File: src/rtl/sdt_pkg.sv
// Shared types for the supervisor double-trap guard.
// Assumes: privilege code 2 is never presented.
package sdt_pkg;
    typedef enum logic [1:0] {
        SEL_HSTAT = 2'd0,
        SEL_GSTAT = 2'd1,
        SEL_MCFG  = 2'd2,
        SEL_HCFG  = 2'd3
    } csr_sel_e;

    localparam logic [1:0] PRV_USER = 2'd0;
    localparam logic [1:0] PRV_SUPV = 2'd1;
    localparam logic [1:0] PRV_MACH = 2'd3;

    localparam int NUM_VIEWS = 2;
    localparam int VIEW_HOST = 0;
    localparam int VIEW_GUEST = 1;
endpackage

File: src/rtl/sdt_envcfg_regs.sv
// Holds the machine and hypervisor double-trap enable bits.
// The hypervisor bit is gated by the machine bit on write and on read.
// Assumes: wr_m and wr_h are never high together.
module sdt_envcfg_regs #(
    parameter int DBLTRP_EN = 1
) (
    input  logic clk,
    input  logic rst_n,
    input  logic wr_m,
    input  logic wr_h,
    input  logic wdata_dte,
    output logic m_dte,
    output logic h_dte_eff
);
    logic m_q;
    logic h_q;

    generate
        if (DBLTRP_EN != 0) begin : g_ext
            // Update the enables; the hypervisor bit needs the machine bit set.
            always_ff @(posedge clk) begin
                if (!rst_n) begin
                    m_q <= 1'b0;
                    h_q <= 1'b0;
                end else begin
                    if (wr_m) m_q <= wdata_dte;
                    if (wr_h && m_q) h_q <= wdata_dte;
                end
            end
        end else begin : g_noext
            // Without the extension both enables stay zero.
            always_ff @(posedge clk) begin
                m_q <= 1'b0;
                h_q <= 1'b0;
            end
        end
    endgenerate

    assign m_dte     = m_q;
    assign h_dte_eff = h_q & m_q;

    // a hypervisor write while the machine bit is clear changes nothing
    a_r4_h_locked: assert property (@(posedge clk) disable iff (!rst_n)
        (wr_h && !m_q) |=> $stable(h_q));
    // without the extension the machine enable never rises
    a_r8_no_ext: assert property (@(posedge clk) disable iff (!rst_n)
        (DBLTRP_EN == 0) |-> !m_q);
endmodule

File: src/rtl/sdt_status_view.sv
// One supervisor status view: the double-trap flag and the interrupt enable.
// Priority: clear beats trap, and trap beats write.
// Assumes: wr is already gated off by the parent in event cycles.
module sdt_status_view (
    input  logic clk,
    input  logic rst_n,
    input  logic wr,
    input  logic w_sdt,
    input  logic w_sie,
    input  logic sdt_ok,
    input  logic trap,
    input  logic trap_ok,
    input  logic clr,
    output logic sdt_q,
    output logic sie_q
);
    logic nxt_sdt;

    // Flag value that a write would leave behind.
    always_comb begin
        nxt_sdt = sdt_ok ? w_sdt : sdt_q;
    end

    // State update for the flag and the interrupt enable.
    always_ff @(posedge clk) begin
        if (!rst_n) begin
            sdt_q <= 1'b0;
            sie_q <= 1'b0;
        end else if (clr) begin
            sdt_q <= 1'b0;
        end else if (trap) begin
            if (trap_ok) sdt_q <= 1'b1;
            sie_q <= 1'b0;
        end else if (wr) begin
            sdt_q <= nxt_sdt;
            sie_q <= nxt_sdt ? 1'b0 : w_sie;
        end
    end

    // a set flag never coexists with a set interrupt enable
    a_r5_sdt_excl_sie: assert property (@(posedge clk) disable iff (!rst_n)
        sdt_q |-> !sie_q);
    // a write without permission keeps the flag
    a_r2_r3_hidden_wr: assert property (@(posedge clk) disable iff (!rst_n)
        (wr && !sdt_ok && !clr && !trap) |=> $stable(sdt_q));
    // a clear request empties the flag
    a_r6_r7_clear: assert property (@(posedge clk) disable iff (!rst_n)
        clr |=> !sdt_q);
    // a trap always drops the interrupt enable
    a_r9_trap_sie: assert property (@(posedge clk) disable iff (!rst_n)
        (trap && !clr) |=> !sie_q);
endmodule

File: src/rtl/sdt_ret_decode.sv
// Decides which flags a return event clears.
// Assumes: at most one return pulse is high, and privilege code 2 never appears.
module sdt_ret_decode
    import sdt_pkg::*;
(
    input  logic       mret_p,
    input  logic       sret_p,
    input  logic       dret_p,
    input  logic [1:0] ret_prv,
    input  logic       ret_virt,
    input  logic [1:0] cur_prv,
    input  logic       cur_virt,
    output logic       clr_host,
    output logic       clr_guest
);
    logic mach_like;
    logic to_vuser;
    logic sret_in_s;

    // Combine the return kinds into the two clear requests.
    always_comb begin
        mach_like = mret_p | dret_p;
        to_vuser  = ret_virt && (ret_prv == PRV_USER);
        sret_in_s = sret_p && (cur_prv == PRV_SUPV);
        clr_host  = (mach_like && ((ret_prv == PRV_USER) || ret_virt))
                  || (sret_in_s && !cur_virt);
        clr_guest = (mach_like && to_vuser)
                  || (sret_in_s && (cur_virt || to_vuser));
    end
endmodule

File: src/rtl/sdt_guard_ctrl.sv
// Top level of the supervisor double-trap guard: the enable chain, two status
// views, return decoding and the read mux.
// Assumes: return pulses and trap strobes are mutually exclusive.
module sdt_guard_ctrl
    import sdt_pkg::*;
#(
    parameter int XLEN      = 64,
    parameter int SIE_POS   = 1,
    parameter int SDT_POS   = 24,
    parameter int DTE_POS   = 59,
    parameter int DBLTRP_EN = 1
) (
    input  logic            clk,
    input  logic            rst_n,
    input  logic [1:0]      csr_sel,
    input  logic            csr_wr,
    input  logic [XLEN-1:0] csr_wdata,
    output logic [XLEN-1:0] csr_rdata,
    input  logic            mret_p,
    input  logic            sret_p,
    input  logic            dret_p,
    input  logic [1:0]      ret_prv,
    input  logic            ret_virt,
    input  logic [1:0]      cur_prv,
    input  logic            cur_virt,
    input  logic            trap_hs,
    input  logic            trap_vs
);
    csr_sel_e sel;
    logic     any_evt;
    logic     wr_ok;
    logic     m_dte;
    logic     h_dte;
    logic     clr_host;
    logic     clr_guest;
    logic     unused_wbits;
    logic [NUM_VIEWS-1:0] v_wr, v_ok, v_trap, v_trapok, v_clr, v_sdt, v_sie;

    assign sel          = csr_sel_e'(csr_sel);
    assign any_evt      = mret_p | sret_p | dret_p | trap_hs | trap_vs;
    assign wr_ok        = csr_wr & ~any_evt;
    assign unused_wbits = ^csr_wdata;

    sdt_envcfg_regs #(.DBLTRP_EN(DBLTRP_EN)) u_cfg (
        .clk       (clk),
        .rst_n     (rst_n),
        .wr_m      (wr_ok && sel == SEL_MCFG),
        .wr_h      (wr_ok && sel == SEL_HCFG),
        .wdata_dte (csr_wdata[DTE_POS]),
        .m_dte     (m_dte),
        .h_dte_eff (h_dte)
    );

    sdt_ret_decode u_ret (
        .mret_p    (mret_p),
        .sret_p    (sret_p),
        .dret_p    (dret_p),
        .ret_prv   (ret_prv),
        .ret_virt  (ret_virt),
        .cur_prv   (cur_prv),
        .cur_virt  (cur_virt),
        .clr_host  (clr_host),
        .clr_guest (clr_guest)
    );

    // Per-view control wiring.
    always_comb begin
        v_wr[VIEW_HOST]      = wr_ok && sel == SEL_HSTAT;
        v_wr[VIEW_GUEST]     = wr_ok && sel == SEL_GSTAT;
        v_ok[VIEW_HOST]      = m_dte;
        v_ok[VIEW_GUEST]     = h_dte;
        v_trap[VIEW_HOST]    = trap_hs;
        v_trap[VIEW_GUEST]   = trap_vs;
        v_trapok[VIEW_HOST]  = m_dte;
        v_trapok[VIEW_GUEST] = h_dte;
        v_clr[VIEW_HOST]     = clr_host;
        v_clr[VIEW_GUEST]    = clr_guest;
    end

    generate
        for (genvar v = 0; v < NUM_VIEWS; v++) begin : g_view
            sdt_status_view u_view (
                .clk     (clk),
                .rst_n   (rst_n),
                .wr      (v_wr[v]),
                .w_sdt   (csr_wdata[SDT_POS]),
                .w_sie   (csr_wdata[SIE_POS]),
                .sdt_ok  (v_ok[v]),
                .trap    (v_trap[v]),
                .trap_ok (v_trapok[v]),
                .clr     (v_clr[v]),
                .sdt_q   (v_sdt[v]),
                .sie_q   (v_sie[v])
            );
        end
    endgenerate

    // Read mux with visibility masking.
    always_comb begin
        csr_rdata = '0;
        case (sel)
            SEL_HSTAT: begin
                csr_rdata[SDT_POS] = v_sdt[VIEW_HOST] & m_dte;
                csr_rdata[SIE_POS] = v_sie[VIEW_HOST];
            end
            SEL_GSTAT: begin
                csr_rdata[SDT_POS] = v_sdt[VIEW_GUEST] & h_dte;
                csr_rdata[SIE_POS] = v_sie[VIEW_GUEST];
            end
            SEL_MCFG: csr_rdata[DTE_POS] = m_dte;
            default:  csr_rdata[DTE_POS] = h_dte;
        endcase
    end

    // the host flag is invisible without the machine enable
    a_r2_host_masked: assert property (@(posedge clk) disable iff (!rst_n)
        (sel == SEL_HSTAT && !m_dte) |-> !csr_rdata[SDT_POS]);
    // the guest flag is invisible without the hypervisor enable
    a_r3_guest_masked: assert property (@(posedge clk) disable iff (!rst_n)
        (sel == SEL_GSTAT && !h_dte) |-> !csr_rdata[SDT_POS]);
    // a machine return to user mode leaves the host flag clear
    a_r6_mret_user: assert property (@(posedge clk) disable iff (!rst_n)
        (mret_p && ret_prv == PRV_USER) |=> !v_sdt[VIEW_HOST]);
    // a config write in an event cycle is dropped
    a_r10_wr_dropped: assert property (@(posedge clk) disable iff (!rst_n)
        (csr_wr && any_evt && sel == SEL_MCFG) |=> $stable(m_dte));
endmodule

File: config.mk
export PLATFORM = sky130hd
export DESIGN_NAME = sdt_guard_ctrl
export DESIGN_NICKNAME = d
export VERILOG_FILES = /design/src/rtl/sdt_pkg.sv /design/src/rtl/sdt_envcfg_regs.sv /design/src/rtl/sdt_status_view.sv /design/src/rtl/sdt_ret_decode.sv /design/src/rtl/sdt_guard_ctrl.sv
export SDC_FILE = /design/constraint.sdc
export NUM_CORES = 1
export LEC_CHECK = 0
export BUFFER_PORTS_ARGS = -buffer_cell sky130_fd_sc_hd__buf_2
export CORE_ASPECT_RATIO = 2
export CORE_UTILIZATION = 32
export DETAILED_ROUTE_END_ITERATION = 10
export PLACE_DENSITY = 0.85
export SYNTH_ARGS = -nofsm -noshare
export SYNTH_HDL_FRONTEND = slang
export SYNTH_SLANG_ARGS = --single-unit
File: constraint.sdc
create_clock -name clk -period 3.6 [get_ports clk]
set_clock_uncertainty 0.2 [all_clocks]
set_input_delay 0.72 -clock clk [delete_from_list [all_inputs] [get_ports clk]]
set_output_delay 0.72 -clock clk [all_outputs]
set_load 0.1 [all_outputs]
==> impl_metrics.tcl, run 1 <==
set metrics [dict create \
    setup_viol_count_final 0 \
    max_stage_delay_ns 0.45 \
    die_h_um 78.7 \
    cp_max_fo 7 \
    synth_edf_count 0 \
    grt_start_max_net_pins 10 \
    die_w_um 40.4 \
    r2r-end "g_view[0].u_view.sie_q" \
    cpMostUsedCell "buf_2" \
    peakVddDrop_mv 0.278 \
    row_count 27 \
    final.period_utilization 0.711 \
    syn_avg_cell_area_um2 7.92 \
    crit_slowest_cell "buf_2" \
    syn2layout_area_growth_pct -6.24 \
    synth-xor-area-share 0 \
    synthAdderAreaFrac 0 \
    synthSimpleGateAreaFrac 0.203 \
    hold_depth 2 \
    hold_start "g_view[1].u_view.sie_q" \
    num_vias 710 \
    post_cts_buffers 0 \
    cts_tree "built" \
    synth_cell_types 33 \
    max_cap_violations 0 \
    antenna_cells 0 \
    p_leak_nw 0.472 \
    cts_max_level 1 \
    path_class "primary input to output port" \
    total_power_mw 0.478 \
    synth-compound-area-share 0.109 \
    dp_slack_ns 1.06 \
    r2r_slack_ns 1.99 \
    grt_pass1_vias 577 \
    dr.pass1.iters 4 \
    layout_common_cells "61 x conb_1, 21 x buf_2, 6 x dfxtp_1" \
    power.share.clock 0.208 \
    switchingPower_mw 0.323 \
    nets 222 \
    first_iter_violations 13 \
    cp.depth 4 \
    drc 0 \
    io_pins 144 \
    cts.path.max_buffers 2 \
    synthMuxAreaShare 0.0531 \
    cp.required_ns 2.68 \
    crit_buf_inv 2 \
    rsz0062_at_grt "no" \
    power_frac_seq 0.143 \
    fillers 328 \
    hold_ws_ns 0.273 \
    r2r_cells 4 \
    final.setup.tns_ns 0 \
    finalHoldViolCount 0 \
    dp.cells 166 \
    final_cells 169 \
    fmax_mhz 391 \
    syn_area_um2 942 \
    clkTransAtPathRegs_ns 0.04 \
    gp_congestion 0.806 \
    grt_usage 0.111 \
    dpl.hpwl_um 1360 \
    ant_nets 0 \
    synth-seq-area-share 0.127 \
    ys_ff_latch 6 \
    hp-class "register to register" \
    critPathTopFamily "buffers and inverters" \
    min_to "g_view[1].u_view.sie_q" \
    synth_top_family_by_area "buffers and inverters" \
    cts-root-buf "clkbuf_8" \
    dieArea_um2 3180 \
    status "finished, final reports clean" \
    grt_overflow_total 0 \
    power-per-cell-area_nw_per_um2 541 \
    layout_commonest_cell "conb_1" \
    detail_route.vias_per_cell 4.20 \
    grt_pass1_wl_um 2590 \
    final_layout_size_suffix_gt1_frac 0.193 \
    slew_viol_final 0 \
    core_area_um2 2770 \
    portBuffers 21 \
    endpoint_kind "output port" \
    setup_slack_ns 1.04 \
    insertion_delay_ns 0.22 \
    p_comb_frac 0.649 \
    period_minus_slack_ns 2.56 \
    cts_hold_buffers 0 \
    start_kind "primary input" \
    yosys_warnings 0 \
    initial_core_util 0.340 \
    synthCells 119 \
    async_flop_share 0 \
    post_cts_resized 0 \
    antenna_found_initial 0 \
    crit_chain "buf_2, nand2b_1, a21oi_1, buf_2" \
    cp.arrival_ns 1.64 \
    numCtsBuffers 3 \
    routed_wl_um 1670 \
    wl_per_cell_um 9.87 \
    synth_ff_type "dfxtp_1" \
    internal_power_mw 0.155 \
    switching_share 0.675 \
    r2r_start "u_cfg.m_dte" \
    cts_sinks 6 \
]
## area by class of cell
class,count,area [um2],share of cell area
sequential,6,120,0.136
timing repair buffer,21,105,0.119
multi-input combinational,108,573,0.649
inverter,2,7.51,0.00850
tap,29,36.3,0.0411
clock buffer,3,41.3,0.0467
## metrics by stage
| stage | utilization | area [um2] |
|---|---|---|
| floorplan | - | 1170 |
| global placement | 0.304 | 842 |
| detailed placement | 0.304 | 842 |
| CTS | 0.319 | 883 |
| global route | 0.319 | 883 |
| finish | 0.319 | 883 |
## sequential cells by signal (all words and copies together) (netlist names)
signal               count
g_view.u_view.sdt_q      2
g_view.u_view.sie_q      2
u_cfg.h_q                1
u_cfg.m_dte              1
## worst max-delay path by stage
stage | to | start
6_report | csr_rdata[24] | csr_sel[1]
5_1_grt | csr_rdata[24] | csr_sel[0]
4_1_cts | csr_rdata[24] | csr_sel[1]
3_5_place_dp | csr_rdata[24] | csr_sel[1]
3_3_place_gp | csr_rdata[24] | csr_sel[1]
2_1_floorplan | csr_rdata[24] | csr_sel[0]
## layer usage
layer  part of all wire  global-route usage
met2               0.54               0.195
met3               0.12              0.0251
met1               0.33               0.118
met4             0.0078              0.0400
met5                  0                   0
## power groups by stage
stage	Combinational (mW)	Clock (mW)	Sequential, mW
detailed placement	0.309	0	0.0693
global route	0.319	0.105	0.0683
finish	0.310	0.0995	0.0683
floorplan	0.343	0	0.0691
global placement	0.308	0	0.0693
CTS	0.309	0.102	0.0683
## cells in the mapped netlist, drive strengths merged (2+ instances only)
master,number,share of area
a21boi,2,0.016
a21oi,3,0.016
and3,2,0.013
buf,62,0.49
dfxtp,6,0.13
inv,2,0.0080
mux2i,5,0.053
nand2,5,0.020
nand2b,2,0.013
nand3,3,0.016
nand3b,2,0.016
nand4b,3,0.028
nor2,3,0.015
nor2b,2,0.013
nor4b,2,0.035
## tightest hold or removal path, stage by stage (launching register included)
cell,delay (ns)
dfxtp_1,0.30
nand2_1,0.05
mux2i_1,0.06
## logic make-up (layout without fill, tap and decap cells)
group	count (synthesis)	count (layout)
other cells	1	61
mux	5	5
simple gates	28	28
flops	6	6
compound gates	14	14
buf+inv	65	26
(Power assumes the default switching activity.)
==> run 2: changes to the inputs <==
- CORE_UTILIZATION: 32 -> 29
- PLACE_DENSITY: 0.85 -> 0.77
- clock period: 3.6 -> 2.6 ns (I/O delays scaled with it)
==> run 2 against run 1 <==
Against the previous run:
- critical path depth unchanged
- first-iteration DRC count up 7.7%
- global-route usage down 2.2 points
==> impl_metrics.tcl, run 2 (synthesis gave the netlist of run 1 again) <==
set metrics [dict create \
    row_count 29 \
    routed_wl_um 1500 \
    dieArea_um2 3490 \
    detail_route.vias_per_cell 4.10 \
    layout_common_cells "61 x conb_1, 21 x buf_2, 6 x dfxtp_1" \
    start_kind "primary input" \
    route.met2.wl_um 775 \
    gp_congestion 0.854 \
    setup_viol_count_final 0 \
    path_class "primary input to output port" \
    rsz0062_at_grt "no" \
    cpMostUsedCell "buf_2" \
    core_area_um2 3120 \
    ant_nets 0 \
    cts_hold_buffers 0 \
    fillers 358 \
    initial_core_util 0.302 \
    p_leak_nw 0.471 \
    grt_overflow_total 0 \
    portBuffers 21 \
    max_cap_violations 0 \
    insertion_delay_ns 0.22 \
    hold_depth 2 \
    num_vias 701 \
    dp.cells 168 \
    cts_max_level 1 \
    slew_viol_final 0 \
    grt_start_max_net_pins 10 \
    crit_chain "buf_2, nand2b_1, a21oi_2, buf_2" \
    period_minus_slack_ns 2.10 \
    critPathTopFamily "buffers and inverters" \
    grt_pass1_wl_um 2380 \
    grt_usage 0.0887 \
    final_layout_size_suffix_gt1_frac 0.214 \
    drc 0 \
    die_w_um 42.3 \
    io_pins 144 \
    dr.pass1.iters 4 \
    max_stage_delay_ns 0.43 \
    fmax_mhz 476 \
    syn2layout_area_growth_pct -4.91 \
    highest_layer "met4" \
    final.setup.tns_ns 0 \
    die_h_um 82.6 \
    wl_met1_um 497 \
    crit_slowest_cell "buf_2" \
    post_cts_buffers 0 \
    met3WireLength_um 203 \
    final.period_utilization 0.808 \
    cts_sinks 6 \
    cp_max_fo 9 \
    layout_commonest_cell "conb_1" \
    setup_slack_ns 0.499 \
    grt_pass1_vias 578 \
    reg_top3 "g_view.u_view.sdt_q (2), g_view.u_view.sie_q (2)" \
    cts-root-buf "clkbuf_8" \
    antenna_cells 0 \
    cp.arrival_ns 1.38 \
    r2r_cells 4 \
    cp.required_ns 1.88 \
    dpl.hpwl_um 1340 \
    finalHoldViolCount 0 \
    status "finished, final reports clean" \
    antenna_found_initial 0 \
    dp_slack_ns 0.488 \
    endpoint_kind "output port" \
    final_cells 171 \
    cts_tree "built" \
    peakVddDrop_mv 0.373 \
    power-per-cell-area_nw_per_um2 735 \
    clkTransAtPathRegs_ns 0.03 \
    post_cts_resized 0 \
    wl_per_cell_um 8.77 \
    first_iter_violations 14 \
    hp-class "register to register" \
    cp.depth 4 \
    crit_buf_inv 2 \
    nets 222 \
    cts.path.max_buffers 2 \
    numCtsBuffers 3 \
]
run 2: changes by cell type in the layout (fill, tap and decap cells not counted):
| cell | delta |
|---|---|
| a21oi_1 | -2 |
| a21oi_2 | +2 |
| nor2_1 | -1 |
| nor2_2 | +1 |
run 2: worst register-to-register path: stages (launching register included):
cell and delay [ns]:
dfxtp_1 0.46, mux2i_1 0.24, nand3b_1 0.09, or3_1 0.37, a21boi_1 0.12
run 2: report_power, final:
group / switching [mW] / internal [mW]
clock: 0.0357 / 0.0990
combinational: 0.407 / 0.0220
sequential: 0.000650 / 0.0940
run 2: worst paths after layout:
| path | from | endpoint | slack [ns] |
|---|---|---|---|
| worst max-delay path | csr_sel[0] | csr_rdata[24] | 0.50 |
| worst min-delay path | g_view[1].u_view.sie_q | g_view[1].u_view.sie_q | 0.26 |
| worst min register to register | g_view[1].u_view.sie_q | g_view[1].u_view.sie_q | 0.26 |
| worst max register to register | u_cfg.m_dte | g_view[0].u_view.sie_q | 1.05 |
run 2: per-layer routing:
metal  global-route usage  up-vias
met5                    0        -
met1               0.0809      299
met3               0.0196        3
met4               0.0469        0
met2                0.175       75
li1                     -      324
run 2: stage by stage:
stage / hold slack [ns] / power [mW] / instance area [um2] / util
final: 0.261 / 0.659 / 896 / 0.287
after global routing: 0.299 / 0.679 / 896 / 0.287
after CTS: 0.266 / 0.664 / 896 / 0.287
after detailed placement: 0.263 / 0.524 / 855 / 0.274
after global placement: 0.256 / 0.524 / 855 / 0.274
after floorplan: 0.234 / 0.571 / 1180 / -
run 2: layout make-up:
type                    count  area, um2  area share
repair buffers             21        105       0.117
multi-input cells         108        583       0.651
inverters                   2       7.51     0.00838
well taps                  31       38.8      0.0433
flip-flops and latches      6        120       0.134
clock buffers               3       41.3      0.0461
==> run 3: changes to the inputs <==
- CORE_UTILIZATION: 29 -> 26
- PLACE_DENSITY: 0.77 -> 0.73
- clock period: 2.6 -> 1.9 ns (I/O delays scaled with it)
==> run 3 against run 2 <==
Against the previous run:
- register-to-register slack got worse by 0.67 ns
- die area grew 11%
- cell count increased by 11%
- clock power increased by 41%
- core utilization up 0.27 points
- first-iteration DRC count shrank 50%
- worst hold slack worse by 0.025 ns
- setup slack got worse by 0.36 ns
==> impl_metrics.tcl, run 3 (synthesis gave the netlist of run 1 again) <==
set metrics [dict create \
    first_iter_violations 7 \
    dp_slack_ns 0.158 \
    numCtsBuffers 3 \
    clkTransAtPathRegs_ns 0.04 \
    hp-class "primary input to register" \
    setup_viol_count_final 0 \
    post_cts_buffers 0 \
    dr.pass1.iters 4 \
    peakVddDrop_mv 0.350 \
    power-per-cell-area_nw_per_um2 922 \
    crit_buf_inv 1 \
    cts.path.max_buffers 2 \
    insertion_delay_ns 0.22 \
    layout_commonest_cell "conb_1" \
    fmax_mhz 566 \
    slew_viol_final 0 \
    start_kind "register" \
    cp.arrival_ns 1.19 \
    max_stage_delay_ns 0.46 \
    num_vias 719 \
    ant_nets 0 \
    cts_max_level 1 \
    max_cap_violations 0 \
    antenna_found_initial 0 \
    post_cts_resized 0 \
    nets 224 \
    die_h_um 87.1 \
    dp.cells 187 \
    row_count 30 \
    gp_congestion 0.789 \
    critPathTopFamily "flip-flops" \
    cts-root-buf "clkbuf_8" \
    cts_sinks 6 \
    syn2layout_area_growth_pct 5.05 \
    reg_top3 "g_view.u_view.sdt_q (2), g_view.u_view.sie_q (2)" \
    io_pins 144 \
    antenna_cells 0 \
    grt_pass1_wl_um 2130 \
    cp_max_fo 8 \
    detail_route.vias_per_cell 3.78 \
    finalHoldViolCount 0 \
    cts_tree "built" \
    cts_hold_buffers 0 \
    grt_pass1_vias 522 \
    grt_overflow_total 0 \
    crit_slowest_cell "dfxtp_1" \
    die_w_um 44.6 \
    portBuffers 21 \
    cp.required_ns 1.32 \
    grt_start_max_net_pins 10 \
    crit_chain "nand2b_1, a21oi_4, buf_12" \
    dpl.hpwl_um 1410 \
    final_cells 190 \
    routed_wl_um 1550 \
    drc 0 \
    wl_per_cell_um 8.17 \
    period_minus_slack_ns 1.77 \
    status "finished, final reports clean" \
    initial_core_util 0.276 \
    layout_common_cells "61 x conb_1, 18 x buf_2, 6 x dfxtp_1" \
    final.period_utilization 0.929 \
    final_layout_size_suffix_gt1_frac 0.225 \
    endpoint_kind "output port" \
    dieArea_um2 3880 \
    rsz0062_at_grt "no" \
    fillers 373 \
    path_class "register to output port" \
    setup_slack_ns 0.134 \
    p_leak_nw 0.490 \
    core_area_um2 3420 \
    grt_usage 0.0761 \
    total_power_mw 0.913 \
]
[run 3: changes by cell type in the layout (fill, tap and decap cells not counted)]
cell | previous run | this run
buf_4 | 0 | 2
a21oi_4 | 0 | 1
nor2_4 | 0 | 1
buf_2 | 21 | 18
a21oi_2 | 2 | 1
buf_12 | 0 | 3
nor2_2 | 2 | 1
[run 3: path summary, 6_finish.rpt]
kind / slack, ns / cells past startpoint / end / startpoint
worst max-delay path: 0.13 / 3 / csr_rdata[24] / u_cfg.m_dte
worst min-delay path: 0.24 / 3 / u_cfg.m_dte / csr_wdata[59]
worst min register to register: 0.27 / 2 / g_view[0].u_view.sie_q / g_view[0].u_view.sie_q
worst max register to register: 0.38 / 4 / g_view[0].u_view.sie_q / u_cfg.m_dte
[run 3: where the power goes]
part	internal, mW	switching (mW)	leakage, nW
registers	0.129	0.000934	0.0485
clock network	0.136	0.0552	0.0216
logic	0.0332	0.559	0.420
total	0.298	0.615	0.490
[run 3: final cells by class]
cell class,count,area (um2),share of cell area
well taps,48,60.1,0.0607
flip-flops and latches,6,120,0.121
clock buffers,3,41.3,0.0417
inverters,2,7.51,0.00759
multi-input cells,108,596,0.602
repair buffers,23,165,0.167
[run 3: worst min-delay path, delay by kind of cell]
kind	cells	cell delay, ns
buffers and inverters	1	0.09
AND/OR/NAND/NOR	1	0.09
multiplexers	1	0.06
[run 3: layer usage]
metal,GRT usage,wire length (um),vias up
met3,0.0187,231,5
met4,0.0661,55,0
met5,0,0,-
met2,0.134,764,77
met1,0.0677,500,308
li1,-,-,329
[run 3: stage by stage]
stage	TNS [ns]	cell area (um2)	utilization	hold WS (ns)
2_1_floorplan	-0.116	1190	-	0.234
6_report	0	990	0.290	0.236
5_1_grt	0	990	0.290	0.258
3_5_place_dp	0	948	0.278	0.265
4_1_cts	0	990	0.290	0.236
3_3_place_gp	0	948	0.278	0.260
